==> src/rtl/sw_align_pkg.sv <==
package sw_align_pkg;

  typedef enum logic [1:0] {
    DIR_NONE = 2'b00,
    DIR_DIAG = 2'b01,
    DIR_UP   = 2'b10,
    DIR_LEFT = 2'b11
  } dir_e;

  // Nucleotide codes: A=00, C=01, G=10, T=11. Purines share bit 0 = 0.
  function automatic logic signed [4:0] pair_score(input logic [1:0] qb, input logic [1:0] db);
    if (qb == db)            return 5'sd10;
    else if (qb[0] == db[0]) return 5'sd0;
    else                     return -5'sd5;
  endfunction

endpackage

==> src/rtl/sw_gap_reg.sv <==
module sw_gap_reg #(
  parameter int SCORE_W     = 16,
  parameter int GAP_DEFAULT = 4
) (
  input  logic               clk,
  input  logic               rst_n,
  input  logic               we,
  input  logic [SCORE_W-1:0] wdata,
  output logic [SCORE_W-1:0] gap
);

  always_ff @(posedge clk or negedge rst_n) begin
    if (!rst_n)  gap <= SCORE_W'(GAP_DEFAULT);
    else if (we) gap <= wdata;
  end

  AST_GAP_LOAD: assert property (@(posedge clk) disable iff (!rst_n)
    we |=> (gap == $past(wdata)));

endmodule

==> src/rtl/sw_col_counter.sv <==
module sw_col_counter #(
  parameter int COL_W = 16
) (
  input  logic             clk,
  input  logic             rst_n,
  input  logic             take,
  input  logic             sos,
  output logic [COL_W-1:0] col
);

  logic [COL_W-1:0] next_col;

  assign col = sos ? '0 : next_col;

  always_ff @(posedge clk or negedge rst_n) begin
    if (!rst_n)    next_col <= '0;
    else if (take) next_col <= col + 1'b1;
  end

endmodule

==> src/rtl/sw_pe.sv <==
module sw_pe
  import sw_align_pkg::*;
#(
  parameter int SCORE_W = 16,
  parameter int COL_W   = 16,
  parameter int Q_W     = 3,
  parameter int QIDX    = 0
) (
  input  logic               clk,
  input  logic               rst_n,
  input  logic               adv,
  input  logic [1:0]         q_base,
  input  logic [SCORE_W-1:0] gap,
  input  logic               i_valid,
  input  logic               i_sos,
  input  logic               i_eos,
  input  logic [1:0]         i_base,
  input  logic [SCORE_W-1:0] i_h,
  input  logic [COL_W-1:0]   i_col,
  input  logic [SCORE_W-1:0] i_bscore,
  input  logic [Q_W-1:0]     i_bq,
  input  logic [COL_W-1:0]   i_bcol,
  output logic               o_valid,
  output logic               o_sos,
  output logic               o_eos,
  output logic [1:0]         o_base,
  output logic [SCORE_W-1:0] o_h,
  output logic [COL_W-1:0]   o_col,
  output logic [SCORE_W-1:0] o_bscore,
  output logic [Q_W-1:0]     o_bq,
  output logic [COL_W-1:0]   o_bcol,
  output logic [1:0]         o_dir
);

  localparam int EW = SCORE_W + 2;
  localparam logic [SCORE_W-1:0] SMAX = '1;

  logic [SCORE_W-1:0] h_left, h_diag, row_best;
  logic [COL_W-1:0]   row_col;

  logic [SCORE_W-1:0] hl, hd, rb, cell_h, nrb, cbs;
  logic [COL_W-1:0]   rc, nrc, cbc;
  logic [Q_W-1:0]     cbq;
  logic signed [4:0]    ps;
  logic signed [EW-1:0] ps_ext, c_diag, c_up, c_left, pick;
  dir_e pdir, cell_dir;

  always_comb begin
    hl = i_sos ? '0 : h_left;
    hd = i_sos ? '0 : h_diag;
    rb = i_sos ? '0 : row_best;
    rc = i_sos ? '0 : row_col;

    ps     = pair_score(q_base, i_base);
    ps_ext = {{(EW-5){ps[4]}}, ps};
    c_diag = $signed({2'b00, hd}) + ps_ext;
    c_up   = $signed({2'b00, i_h}) - $signed({2'b00, gap});
    c_left = $signed({2'b00, hl}) - $signed({2'b00, gap});

    pick = c_diag;
    pdir = DIR_DIAG;
    if (c_up > pick)   begin pick = c_up;   pdir = DIR_UP;   end
    if (c_left > pick) begin pick = c_left; pdir = DIR_LEFT; end

    if (pick <= 0) begin
      cell_h   = '0;
      cell_dir = DIR_NONE;
    end else if (pick > $signed({2'b00, SMAX})) begin
      cell_h   = SMAX;
      cell_dir = pdir;
    end else begin
      cell_h   = pick[SCORE_W-1:0];
      cell_dir = pdir;
    end

    if (cell_h > rb) begin nrb = cell_h; nrc = i_col; end
    else             begin nrb = rb;     nrc = rc;    end

    cbs = i_bscore;
    cbq = i_bq;
    cbc = i_bcol;
    if (i_eos && (nrb > i_bscore)) begin
      cbs = nrb;
      cbq = Q_W'(QIDX);
      cbc = nrc;
    end
  end

  always_ff @(posedge clk or negedge rst_n) begin
    if (!rst_n) begin
      o_valid  <= 1'b0;
      o_sos    <= 1'b0;
      o_eos    <= 1'b0;
      o_base   <= '0;
      o_h      <= '0;
      o_col    <= '0;
      o_bscore <= '0;
      o_bq     <= '0;
      o_bcol   <= '0;
      o_dir    <= DIR_NONE;
      h_left   <= '0;
      h_diag   <= '0;
      row_best <= '0;
      row_col  <= '0;
    end else if (adv) begin
      o_valid  <= i_valid;
      o_sos    <= i_sos;
      o_eos    <= i_eos;
      o_base   <= i_base;
      o_h      <= cell_h;
      o_col    <= i_col;
      o_bscore <= cbs;
      o_bq     <= cbq;
      o_bcol   <= cbc;
      o_dir    <= cell_dir;
      if (i_valid) begin
        h_left   <= cell_h;
        h_diag   <= i_h;
        row_best <= nrb;
        row_col  <= nrc;
      end
    end
  end

  AST_NONE_IFF_ZERO: assert property (@(posedge clk) disable iff (!rst_n)
    o_valid |-> ((o_dir == DIR_NONE) == (o_h == '0)));

  AST_ROW_BEST_MONO: assert property (@(posedge clk) disable iff (!rst_n)
    (adv && i_valid && !i_sos) |=> (row_best >= $past(row_best)));

  AST_CHAIN_MONO: assert property (@(posedge clk) disable iff (!rst_n)
    (adv && i_valid && i_eos) |=> (o_bscore >= $past(i_bscore)));

endmodule

==> src/rtl/sw_align_array.sv <==
module sw_align_array #(
  parameter int N_PE        = 8,
  parameter int SCORE_W     = 16,
  parameter int COL_W       = 16,
  parameter int GAP_DEFAULT = 4,
  localparam int Q_W        = (N_PE > 1) ? $clog2(N_PE) : 1
) (
  input  logic                clk,
  input  logic                rst_n,
  input  logic [2*N_PE-1:0]   query,
  input  logic                gap_we,
  input  logic [SCORE_W-1:0]  gap_wdata,
  input  logic                in_valid,
  output logic                in_ready,
  input  logic [1:0]          in_base,
  input  logic                in_sos,
  input  logic                in_eos,
  output logic                dir_valid,
  input  logic                dir_ready,
  output logic [N_PE-1:0]     dir_mask,
  output logic [2*N_PE-1:0]   dir_codes,
  output logic                res_valid,
  input  logic                res_ready,
  output logic [SCORE_W-1:0]  res_score,
  output logic [Q_W-1:0]      res_qidx,
  output logic [COL_W-1:0]    res_col
);

  logic [SCORE_W-1:0] gap;
  logic               adv, any_lane;
  logic [COL_W-1:0]   in_col;

  logic [N_PE:0]      c_valid, c_sos, c_eos;
  logic [1:0]         c_base   [N_PE+1];
  logic [SCORE_W-1:0] c_h      [N_PE+1];
  logic [COL_W-1:0]   c_col    [N_PE+1];
  logic [SCORE_W-1:0] c_bscore [N_PE+1];
  logic [Q_W-1:0]     c_bq     [N_PE+1];
  logic [COL_W-1:0]   c_bcol   [N_PE+1];

  sw_gap_reg #(.SCORE_W(SCORE_W), .GAP_DEFAULT(GAP_DEFAULT)) u_gap (
    .clk(clk), .rst_n(rst_n), .we(gap_we), .wdata(gap_wdata), .gap(gap)
  );

  sw_col_counter #(.COL_W(COL_W)) u_col (
    .clk(clk), .rst_n(rst_n), .take(adv && in_valid), .sos(in_sos), .col(in_col)
  );

  assign any_lane  = |c_valid[N_PE:1];
  assign adv       = !res_valid && (!any_lane || dir_ready);
  assign in_ready  = adv;
  assign dir_valid = any_lane && !res_valid;
  assign dir_mask  = c_valid[N_PE:1];

  assign c_valid[0]  = in_valid;
  assign c_sos[0]    = in_sos;
  assign c_eos[0]    = in_eos;
  assign c_base[0]   = in_base;
  assign c_h[0]      = '0;
  assign c_col[0]    = in_col;
  assign c_bscore[0] = '0;
  assign c_bq[0]     = '0;
  assign c_bcol[0]   = '0;

  for (genvar gi = 0; gi < N_PE; gi++) begin : g_pe
    sw_pe #(.SCORE_W(SCORE_W), .COL_W(COL_W), .Q_W(Q_W), .QIDX(gi)) u_pe (
      .clk(clk), .rst_n(rst_n), .adv(adv),
      .q_base(query[2*gi +: 2]), .gap(gap),
      .i_valid(c_valid[gi]), .i_sos(c_sos[gi]), .i_eos(c_eos[gi]),
      .i_base(c_base[gi]), .i_h(c_h[gi]), .i_col(c_col[gi]),
      .i_bscore(c_bscore[gi]), .i_bq(c_bq[gi]), .i_bcol(c_bcol[gi]),
      .o_valid(c_valid[gi+1]), .o_sos(c_sos[gi+1]), .o_eos(c_eos[gi+1]),
      .o_base(c_base[gi+1]), .o_h(c_h[gi+1]), .o_col(c_col[gi+1]),
      .o_bscore(c_bscore[gi+1]), .o_bq(c_bq[gi+1]), .o_bcol(c_bcol[gi+1]),
      .o_dir(dir_codes[2*gi +: 2])
    );
  end

  always_ff @(posedge clk or negedge rst_n) begin
    if (!rst_n) begin
      res_valid <= 1'b0;
      res_score <= '0;
      res_qidx  <= '0;
      res_col   <= '0;
    end else if (res_valid) begin
      if (res_ready) res_valid <= 1'b0;
    end else if (adv && c_valid[N_PE] && c_eos[N_PE]) begin
      res_valid <= 1'b1;
      res_score <= c_bscore[N_PE];
      res_qidx  <= c_bq[N_PE];
      res_col   <= c_bcol[N_PE];
    end
  end

  AST_NO_INPUT_WHILE_RESULT: assert property (@(posedge clk) disable iff (!rst_n)
    res_valid |-> !in_ready);

  AST_DIR_HOLD: assert property (@(posedge clk) disable iff (!rst_n)
    (dir_valid && !dir_ready) |=> (dir_valid && $stable(dir_mask) && $stable(dir_codes)));

  AST_RES_HOLD: assert property (@(posedge clk) disable iff (!rst_n)
    (res_valid && !res_ready) |=> (res_valid && $stable(res_score) && $stable(res_qidx)
                                   && $stable(res_col)));

  AST_FULL_RATE: assert property (@(posedge clk) disable iff (!rst_n)
    (!res_valid && dir_ready) |-> in_ready);

endmodule

==> config.mk <==
export PLATFORM = sky130hd
export DESIGN_NAME = sw_align_array
export DESIGN_NICKNAME = d
export VERILOG_FILES = /design/src/rtl/sw_align_pkg.sv /design/src/rtl/sw_gap_reg.sv /design/src/rtl/sw_col_counter.sv /design/src/rtl/sw_pe.sv /design/src/rtl/sw_align_array.sv
export SDC_FILE = /design/constraint.sdc
export NUM_CORES = 2
export LEC_CHECK = 0
export BUFFER_PORTS_ARGS = -buffer_cell sky130_fd_sc_hd__buf_4
export CAP_MARGIN = 15
export CORE_UTILIZATION = 40
export DETAILED_ROUTE_END_ITERATION = 12
export SLEW_MARGIN = 25
export SYNTH_ARGS = -nofsm -noshare
export SYNTH_HDL_FRONTEND = slang
export SYNTH_SLANG_ARGS = --single-unit
export TNS_END_PERCENT = 1
==> constraint.sdc <==
create_clock -name clk -period 29.5 [get_ports clk]
set_input_delay 4.425 -clock clk [delete_from_list [all_inputs] [get_ports clk]]
set_output_delay 4.425 -clock clk [all_outputs]
set_load 0.02 [all_outputs]
==> results.toml <==
[routing]
drt_iter0_drc = 5022
via_per_inst = 5.80
ant_nets = 0
avgRoutedWirePerCell_um = 21.9
dr.pass1.iters = 5
route.detailed.drc = 0
drt_wl_total_mm = 270
detailroute.via_count = 71300

[timing]
setup_violations = 0
period_share_pct = 63.4
slew_headroom_pct = 25.8
fin_setup_tns_ns = 0
finalHoldViolCount = 0
tightestPinTransition_ns = 1.10
fin_ws_ns = 10.80
skew_ns = 0.0422
drv_slew = 0
fmax_ghz = 0.0535
fin_crit_ns = 18.70
rsz0062_at_grt = "no"

[grt]
grt_pass1_wl_mm = 419
grt_max_degree = 208
antenna_found_initial = 12
use_met2_pct = 42.6
grt_util_met1_pct = 33.9
grt_pass1_vias = 69700
grt_use_met3_pct = 2.69
grt_usage_pct = 25.5
grt_remaining_overflow = 0
grt_busiest_layer = "met2"

[min_path]
hold_depth = 2
hold_class = "reg2reg"
holdCritStartpoint = "g_pe[2].u_pe.o_bq[0]$_DFFE_PN0P_"
min_to = "g_pe[2].u_pe.o_bq[0]$_DFFE_PN0P_"

[setup_path]
reg2reg_setup_slack_ns = 13.95
arrival_ns = 19.40
timing.rr.end = "g_pe[2].u_pe.o_bscore[6]$_DFFE_PN0P_"
cpPeakStageDelay_ns = 1.03
crit_type = "in2reg"
path_max_fanout = 39
r2r_start = "g_pe[1].u_pe.o_base[0]$_DFFE_PN0P_"
ff2ff_path_depth = 62
crit_top_cell = "o21a_1"
end_kind = "flop"
cp.required_ns = 30.20
crit_slowest_cell = "nor2_1"
startpoint_type = "input port"

[finish]
multi_input_area_um2 = 50900
final_cells = 12300
fin_area_um2 = 90800
nFillCells = 19800
final_cell_mix = "1495 x nand2_1, 1108 x dfrtp_1, 859 x ha_1"
seqCellArea_um2 = 27900
syn_to_final_growth_pct = 10.4
drive_above_1_share_pct = 8.67
finalNetCount = 10400
final_common_cell = "nand2_1"

[place]
post-dp-hpwl_mm = 202
numPortBuffers = 103
gp_congestion = 0.934
place_ws_ns = 10.25
dp.cells = 12100
place_area_um2 = 86000

[floorplanning]
ios = 104
rows = 166
die_w_um = 456
core_area_um2 = 205000
die_y_um = 456
initial_utilization_pct = 40.2
dieArea_um2 = 208000

[cts]
cts_inserted_buffers = 135
clk_path_buf_depth = 3
cts-resized-gates = 0
cts_setup_buffers = 0
hold_buffers = 0
worstSkewPairLatency_ns = 0.80
htreeDepth = 4
path_clk_slew_ns = 0.06
root_buffer = "clkbuf_16"
cts.sinks = 1114
cts_tree = "done"

[logic_synthesis]
ys.flop_type = "dfrtp_1"
synth_cell_types = 111
async_flop_share_pct = 100
mappedNetlistArea_um2 = 82300
syn_inst = 9555
synth_edf_count = 0
synth_nets = 10500
ys_seq_area_share_pct = 33.9
synth-seq-cells = 1114
ys_warn_count = 0
avgSynthCellArea_um2 = 8.61

[outcome]
status = "completed"

[flow_run]
cap_violations = 0
metal layers:
layer | routed length [um] | part of all wire [%]
met1 | 120000 | 45
met2 | 128000 | 47
met3 | 11200 | 4.1
met4 | 10500 | 3.9
met5 | 13 | 0.0048
through the flow:
step	hold WS, ns	util (%)
2_1_floorplan	0.438	-
3_3_place_gp	0.452	42.0
3_5_place_dp	0.456	42.1
4_1_cts	0.470	44.4
5_1_grt	0.485	44.4
6_report	0.465	44.4
synthesized netlist by cell type (25+ instances only):
master | n | share of area (%)
nand3_1 | 159 | 0.97
nor3_1 | 132 | 0.80
a21o_1 | 250 | 2.3
xor2_1 | 109 | 1.2
nor2_1 | 497 | 2.3
mux2_2 | 191 | 2.6
nand2_1 | 1498 | 6.8
and3_1 | 88 | 0.67
inv_1 | 475 | 2.2
nor4_1 | 37 | 0.28
ha_1 | 859 | 13
a211oi_1 | 53 | 0.48
and2_1 | 35 | 0.27
or3_1 | 54 | 0.41
mux2i_1 | 106 | 1.3
or4_1 | 26 | 0.24
o211ai_1 | 87 | 0.79
a221o_1 | 61 | 0.74
buf_2 | 41 | 0.25
nor2b_1 | 336 | 2.6
a22o_1 | 225 | 2.4
nand2b_1 | 136 | 1.0
clkbuf_1 | 374 | 1.7
nand4_1 | 116 | 0.88
nor3b_1 | 45 | 0.41
xnor2_1 | 225 | 2.4
or2_2 | 38 | 0.29
and4_1 | 27 | 0.29
o21bai_1 | 32 | 0.29
o21a_1 | 137 | 1.3
o22ai_1 | 65 | 0.49
o31ai_1 | 48 | 0.44
a22oi_1 | 31 | 0.28
buf_1 | 32 | 0.15
a311oi_1 | 25 | 0.27
a31oi_1 | 75 | 0.57
dfrtp_1 | 1113 | 34
a21oi_1 | 587 | 3.6
o21ai_0 | 720 | 4.4
worst max path at each step:
| stage | slack (ns) | startpoint | end | depth (start not counted) |
|---|---|---|---|---|
| finish | 10.80 | query[4] | g_pe[2].u_pe.o_bscore[6]$_DFFE_PN0P_ | 64 |
| global route | 9.63 | query[4] | g_pe[2].u_pe.o_bscore[6]$_DFFE_PN0P_ | 64 |
| CTS | 11.04 | query[4] | g_pe[2].u_pe.o_bscore[6]$_DFFE_PN0P_ | 64 |
| detailed placement | 10.25 | query[4] | g_pe[2].u_pe.o_bscore[13]$_DFFE_PN0P_ | 64 |
| global placement | 10.45 | query[4] | g_pe[2].u_pe.o_bscore[3]$_DFFE_PN0P_ | 63 |
| floorplan | 12.79 | query[2] | g_pe[1].u_pe.o_bcol[10]$_DFFE_PN0P_ | 63 |
worst max-delay path, delay by kind of cell:
kind | cells | cell delay, ns
compound gates | 30 | 5.85
xor+xnor | 1 | 0.40
fa+ha+maj | 5 | 1.67
buf+inv | 7 | 1.73
mux | 1 | 0.20
simple gates | 20 | 5.11
registers in the layout (all words and copies together), names as in the netlist:
| signal | flops |
|---|---|
| g_pe.u_pe.o_eos | 8 |
| u_gap.gap | 16 |
| g_pe.u_pe.o_h | 112 |
| g_pe.u_pe.o_sos | 7 |
| g_pe.u_pe.o_col | 112 |
| g_pe.u_pe.o_valid | 8 |
| g_pe.u_pe.o_bq | 17 |
| g_pe.u_pe.h_left | 128 |
| u_col.next_col | 16 |
| g_pe.u_pe.row_best | 128 |
| g_pe.u_pe.row_col | 128 |
| g_pe.u_pe.o_base | 14 |
| res_qidx | 3 |
| res_valid | 1 |
| g_pe.u_pe.o_dir | 16 |
| res_col | 16 |
| g_pe.u_pe.h_diag | 112 |
| g_pe.u_pe.o_bcol | 128 |
| res_score | 16 |
| g_pe.u_pe.o_bscore | 128 |
logic make-up after synthesis:
logic type / share of synthesized area (%)
buf+inv: 4.45
fa+ha+maj: 13.5
flops: 33.9
mux: 3.94
xor+xnor: 3.64
simple gates: 18.7
compound gates: 21.8
area by class of cell:
class                           instances  area share [%]
Clock inverter                         61           0.937
Clock buffer                          183            4.27
Sequential cell                      1114            30.7
Tap cell                             2688            3.70
Timing Repair Buffer                  272            2.35
Multi-Input combinational cell       7499            56.0
Inverter                              479            1.99
Antenna cell                            1         0.00276
Power is not shown: default switching activity piles up to over one toggle a cycle in this logic, so the estimate is an artifact.
